`src/rtl/tick_timer_bank.sv`:
```
module tick_timer_bank #(
  parameter int NCH = 3,
  parameter int DW  = 32,
  parameter int AW  = 8
) (
  input  logic          clk,
  input  logic          rst_n,
  input  logic          wr_en,
  input  logic          rd_en,
  input  logic [AW-1:0] addr,
  input  logic [DW-1:0] wdata,
  output logic [DW-1:0] rdata,
  input  logic          tick_slow,
  input  logic          tick_fast,
  input  logic          tick_pll,
  output logic          irq
);
  localparam int PW = 7;
  localparam logic [AW-1:0] IER_A = AW'(0);
  localparam logic [AW-1:0] STS_A = AW'(4);

  logic [NCH-1:0]          ier_q, sts_q, expire;
  logic [NCH-1:0][7:0]     ctrl_q;
  logic [NCH-1:0][DW-1:0]  ivl_q, cnt_q;
  logic [NCH-1:0][PW-1:0]  pre_q;
  logic [DW-1:0]           rd_mux;

  wire wr_ier = wr_en && addr == IER_A;
  wire wr_sts = wr_en && addr == STS_A;

  always_ff @(posedge clk) begin
    if (!rst_n) begin
      ier_q <= '0;
      sts_q <= '0;
    end else begin
      if (wr_ier) ier_q <= wdata[NCH-1:0];
      sts_q <= (sts_q & ~(wr_sts ? wdata[NCH-1:0] : '0)) | expire;
    end
  end

  for (genvar n = 0; n < NCH; n++) begin : g_ch
    localparam logic [AW-1:0] BASE = AW'(16 * (n + 1));
    logic          src_tick;
    logic [PW-1:0] mask;
    logic          ptick;
    wire sel_ctl = wr_en && addr == BASE;
    wire sel_ivl = wr_en && addr == BASE + AW'(4);

    always_comb begin
      case (ctrl_q[n][3:2])
        2'd0:    src_tick = tick_slow;
        2'd1:    src_tick = tick_fast;
        2'd2:    src_tick = tick_pll;
        default: src_tick = 1'b0;
      endcase
    end

    assign mask      = (PW'(1) << ctrl_q[n][6:4]) - PW'(1);
    assign ptick     = ctrl_q[n][0] && src_tick && ((pre_q[n] & mask) == mask);
    assign expire[n] = ptick && cnt_q[n] <= DW'(1);

    always_ff @(posedge clk) begin
      if (!rst_n) begin
        ctrl_q[n] <= '0;
        ivl_q[n]  <= '0;
        cnt_q[n]  <= '0;
        pre_q[n]  <= '0;
      end else begin
        if (!ctrl_q[n][0])  pre_q[n] <= '0;
        else if (src_tick)  pre_q[n] <= pre_q[n] + PW'(1);

        if (sel_ctl) ctrl_q[n] <= wdata[7:0];
        else begin
          ctrl_q[n][1] <= 1'b0;
          if (expire[n] && ctrl_q[n][7]) ctrl_q[n][0] <= 1'b0;
        end

        if (sel_ivl) ivl_q[n] <= wdata;

        if (sel_ctl && wdata[1]) cnt_q[n] <= ivl_q[n];
        else if (ptick)
          cnt_q[n] <= expire[n] ? (ctrl_q[n][7] ? '0 : ivl_q[n]) : cnt_q[n] - DW'(1);
      end
    end
  end

  always_comb begin
    rd_mux = '0;
    if (addr == IER_A) rd_mux = DW'(ier_q);
    if (addr == STS_A) rd_mux = DW'(sts_q);
    for (int n = 0; n < NCH; n++) begin
      if (addr == AW'(16 * (n + 1)))     rd_mux = DW'(ctrl_q[n]);
      if (addr == AW'(16 * (n + 1) + 4)) rd_mux = ivl_q[n];
      if (addr == AW'(16 * (n + 1) + 8)) rd_mux = cnt_q[n];
    end
  end

  assign rdata = rd_en ? rd_mux : '0;
  assign irq   = |(ier_q & sts_q);
endmodule

```
`config.mk`:
```
export PLATFORM = sky130hd
export DESIGN_NAME = tick_timer_bank
export DESIGN_NICKNAME = d
export VERILOG_FILES = /design/src/rtl/tick_timer_bank.sv
export SDC_FILE = /design/constraint.sdc
export NUM_CORES = 1
export LEC_CHECK = 0
export BUFFER_PORTS_ARGS = -buffer_cell sky130_fd_sc_hd__buf_2
export CAP_MARGIN = 20
export CORE_MARGIN = 4
export CORE_UTILIZATION = 57
export DETAILED_ROUTE_END_ITERATION = 10
export PLACE_DENSITY = 0.75
export SLEW_MARGIN = 20
export SYNTH_ARGS = -nofsm -noshare
export SYNTH_HDL_FRONTEND = slang
export SYNTH_SLANG_ARGS = --single-unit
```
`constraint.sdc`:
```
create_clock -name clk -period 3.8 [get_ports clk]
set_input_delay 0.76 -clock clk [delete_from_list [all_inputs] [get_ports clk]]
set_output_delay 0.76 -clock clk [all_outputs]
set_load 0.02 [all_outputs]
```
==> After elaboration in Yosys (flattened, before gate mapping) <==
Cells that the tools add are included.
{ "op_classes": {"n_addsub": 9, "order_cmp": 3, "n_eq_ne": 19, "n_shift": 3, "mux": 34, "bitwise_logic": 7, "reduce_logical": 40} }
{ "op_table": {"columns": ["op", "n"], "rows": [
  ["$mux W32", 23],
  ["$le A32 B1 Y1 const B", 3],
  ["$sub A32 B1 Y32 const B", 3],
  ["$eq A8 B6 Y1 const B", 6],
  ["$eq A8 B5 Y1 const B", 3],
  ["$logic_and A1 B1 Y1", 23],
  ["$add A7 B1 Y7 const B", 3],
  ["$and A7 B7 Y7", 3],
  ["$eq A7 B7 Y1", 3],
  ["$shl A1 B3 Y7 const A", 3],
  ["$sub A7 B2 Y7 const B", 3],
  ["$reduce_and A2 Y1", 6],
  ["$reduce_bool A2 Y1", 6],
  ["$pmux W1 S3", 3],
  ["$eq A8 B3 Y1 const B", 1],
  ["$logic_not A8 Y1", 1],
  ["$and A3 B3 Y3", 2],
  ["$eq A2 B1 Y1 const B", 3],
  ["$eq A2 B2 Y1 const B", 3],
  ["$logic_not A2 Y1", 3],
  ["$mux W1", 6],
  ["$mux W3", 2],
  ["$not A3 Y3", 1],
  ["$or A3 B3 Y3", 1],
  ["$reduce_or A3 Y1", 1]
]} }
{ "word_totals": {"ff_bits": 243, "input_bits": 47, "out_inout_bits": 33, "elab_cells": 135} }

==> Logic depth before layout (Yosys ltp) <==
{ "logic_depth": {"ltp_word": 13, "mapped_depth": 10, "mapped_depth_nobuf": 9} }

==> Worst setup path before layout <==
Ideal clock, no wire load.
{ "synth_path": {"kind": "input-to-output", "start": "in addr[1]", "end": "out rdata[10]", "t_arrival_ns": 2.695, "t_required_ns": 3.040, "path_slack_ns": 0.345, "path_stages": 7, "cell_sequence": "nor3_1 nand2_1 nor2_1 clkbuf_1 buf_1 a22oi_1 a31oi_1"} }
{ "synth_between": {"elab_chain_cells": 11} }
{ "synth_rtl": {"columns": ["item", "line_no", "source"], "rows": [
  ["from (decl)", "10", "input logic [AW-1:0] addr,"],
  ["$eq A8 B5 Y1", "92", "if (addr == AW'(16 * (n + 1))) rd_mux = DW'(ctrl_q[n]);"],
  ["$mux W32", "92", null],
  ["$mux W32", "93", "if (addr == AW'(16 * (n + 1) + 4)) rd_mux = ivl_q[n];"],
  ["$mux W32", "94", "if (addr == AW'(16 * (n + 1) + 8)) rd_mux = cnt_q[n];"],
  ["$mux W32", "92", null],
  ["$mux W32", "93", null],
  ["$mux W32", "94", null],
  ["$mux W32", "92", null],
  ["$mux W32", "93", null],
  ["$mux W32 *", "94", null],
  ["$mux W32 *", "98", "assign rdata = rd_en ? rd_mux : '0;"],
  ["to (decl)", "12", "output logic [DW-1:0] rdata,"]
]} }
Mark *: on every way between the ends. The rest lies on a longest branch, timed or not.

==> Final worst setup path <==
{ "layout_path": {"start": "in addr[1]", "end": "out rdata[31]"} }
Same word-level chain as after synthesis.

==> results.yml <==
routing:
  wl_per_cell_um: 23.95
  dr_total_vias: 14693
  route.detailed.drc: 0
  viasPerCell: 6.783
  drt_wl_total_mm: 51.89
  detail-route-antenna-nets: 0
  drtPass1Iterations: 7
  drtIter0Drc: 2285
sta:
  finalSetupTns_ns: 0
  rsz0062_at_grt: "false"
  fin_worst_hold_slack_ns: 0.4706
  tightest_slew_ns: 0.8992
  hold_violations: 0
  setup_viol: 0
  postLayoutSetupSlackWorst_ns: 0.2529
  fmax_mhz: 281.9
  max_slew_margin: 0.3983
  finalCriticalPeriod_ns: 3.547
  drv_slew: 0
  period_share: 0.9334
  clock-skew-final_ns: 0.01584
place:
  hpwl_mm: 37.31
  place_ws_ns: 0.3528
  place_inst: 2121
  io_buffers: 79
  place.gp.congestion: 0.9845
worst_setup_path:
  cp_top_family: "simple AND/OR/NAND/NOR gates"
  cp.required_ns: 3.04
  crit_path_top_delay_cell: "nor2_2"
  cp_common_cell: "buf_2"
  max_stage_delay_ns: 0.43
  cp-start-kind: "input port"
  path_cells: "buf_2 > nor3_1 > nand2_1 > nor2_2 > buf_4 > a22oi_1 > a31oi_1 > buf_2"
  critPathCaptureType: "primary output"
  path_max_fanout: 25
  crit_arrival_ns: 2.79
  timing.critical_path.buf_inv: 3
  critPathKind: "in -> out"
global_route:
  grt_pass1_wl_mm: 79.19
  grt_util_all_layers: 0.3842
  antenna_found_initial: 0
  overflow: 0
  first_global_vias: 13424
  grt_max_degree: 49
cells_and_area:
  fin_nets: 1893
  drive_gt1_frac: 0.1133
  final_cells: 2166
  area_growth_pct: 13.44
  fillers: 2008
  num_antenna_cells: 0
clocking:
  cts_buffers: 27
  clk_pin_slew_ns: 0.07
  cts_sinks: 243
  cts_setup_buffers: 0
  cts_hold_buf: 0
  clock_latency_ns: 0.55
  clockBufferDepth: 3
  cts_tree: "yes"
  cts_resized: 0
  ctsHtreeMaxLevel: 1
  cts-root-buf: "clkbuf_16"
synth:
  yosys_most_used_dff: "dfxtp_1"
  synth_area_per_cell_um2: 7.417
  synth_cell_type_count: 71
  synth_common_cells: "345 x nand2_1, 243 x dfxtp_1, 201 x a21oi_1"
  synth.most_common_cell: "nand2_1"
  syn_inst: 1788
  synth_top_cell_by_area: "dfxtp_1"
  synth_edf_count: 0
  ys_warn_count: 0
  syn_area_um2: 13260
  syn_nets: 1844
  ys_ff_latch: 243
  synth_top_area_share: 0.3668
  synth_seq_area_share: 0.3668
  yosys-top-cells-area: "dfxtp_1 37%, nand2_1 9.8%, a21oi_1 7.6%"
  ys_async_sr_fraction: 0
pwr:
  fin_total_pwr_mw: 5.690
  cellPowerDensity_nw_per_um2: 378.3
  ir_worst_vdd_v: 0.0003427
  leakage_nw: 5.808
floorplanning:
  initial_core_util: 0.5822
  die_y_um: 160.5
  rows: 55
  fp.dieW_um: 160.5
  io-pin-count: 80
  dieArea_um2: 25770
  core_um2: 22780
run:
  maxCapViolations: 0
min_path:
  min_path_type: "reg -> reg"
status:
  status: "complete, no violations"
[report_power, final]
| group | internal, mW | switching [mW] | leakage, nW | total, mW |
|---|---|---|---|---|
| Combinational | 0.0597 | 0.176 | 3.39 | 0.235 |
| Clock | 1.79 | 1.11 | 0.464 | 2.90 |
| Sequential | 2.55 | 0.00343 | 1.96 | 2.55 |
| Total | 4.40 | 1.29 | 5.81 | 5.69 |
[kinds of logic after synthesis]
group	count (synthesis)	share of synthesized area
XOR/XNOR	36	0.02378
adder cells (fa/ha/maj)	9	0.008492
multiplexers	31	0.02349
AO/OA/AOI/OAI	589	0.2804
AND/OR/NAND/NOR	743	0.2560
buffers and inverters	137	0.04104
flip-flops	243	0.3668
[flip-flops by register name (all words and copies together) (netlist names)]
register and cells:
ier_q 3, pre_q 21, cnt_q 96, ctrl_q 24, ivl_q 96, sts_q 3
[per-stage QoR]
stage                       util  instance area, um^2
after floorplan                -                13260
after global placement    0.6181                14080
after detailed placement  0.6181                14080
after CTS                 0.6604                15040
after global routing      0.6604                15040
final                     0.6604                15040
[cell usage in the layout (no fill, tap or decap), types with 12 or more instances in the layout]
| cell | instances |
|---|---|
| o211ai_1 | 17 |
| mux2i_1 | 30 |
| clkbuf_16 | 27 |
| nand4_1 | 19 |
| nand2b_1 | 14 |
| dfxtp_1 | 243 |
| nor3_1 | 54 |
| or3_1 | 19 |
| nor2_1 | 137 |
| or4_1 | 22 |
| and3_1 | 12 |
| inv_1 | 15 |
| o21ai_0 | 101 |
| a22o_1 | 14 |
| xnor2_1 | 16 |
| buf_4 | 60 |
| a22oi_1 | 87 |
| nor4_1 | 26 |
| a31oi_1 | 47 |
| nand3_1 | 46 |
| o31ai_1 | 13 |
| xor2_1 | 20 |
| buf_2 | 79 |
| a21o_1 | 12 |
| a21oi_1 | 201 |
| nand2_1 | 345 |
[cell type report]
class,instances,area [um^2],share of cell area
Inverter,17,66.31,0.004408
Timing Repair Buffer,140,865.8,0.05756
Clock buffer,34,752.0,0.04999
Multi-Input combinational cell,1408,7890,0.5245
Sequential cell,243,4865,0.3234
Tap cell,313,391.6,0.02603
Clock inverter,11,212.7,0.01414
[layer usage]
metal | vias to the layer above | global-route usage | share of wire
li1 | 6661 | - | -
met5 | - | 0 | 0
met2 | 932 | 0.5815 | 0.43
met4 | 0 | 0.1560 | 0.049
met3 | 161 | 0.07442 | 0.12
met1 | 6939 | 0.5395 | 0.40
[worst paths after layout]
| check | from | to | slack [ns] | cells past startpoint |
|---|---|---|---|---|
| worst max-delay path | addr[1] | rdata[31] | 0.25 | 8 |
| worst min-delay path | ivl_q[18] | ivl_q[18] | 0.47 | 2 |
| worst max register to register | cnt_q[15] | cnt_q[15] | 0.46 | 7 |
| worst min register to register | ivl_q[18] | ivl_q[18] | 0.47 | 2 |
[worst register-to-register path: cells and delay by family (launching register included)]
family / cells / cell delay (ns)
AOI/OAI and AO/OA: 2 / 0.49
DFF: 1 / 0.42
and+or+nand+nor: 5 / 2.38
Power figures use the tool's default switching activity.
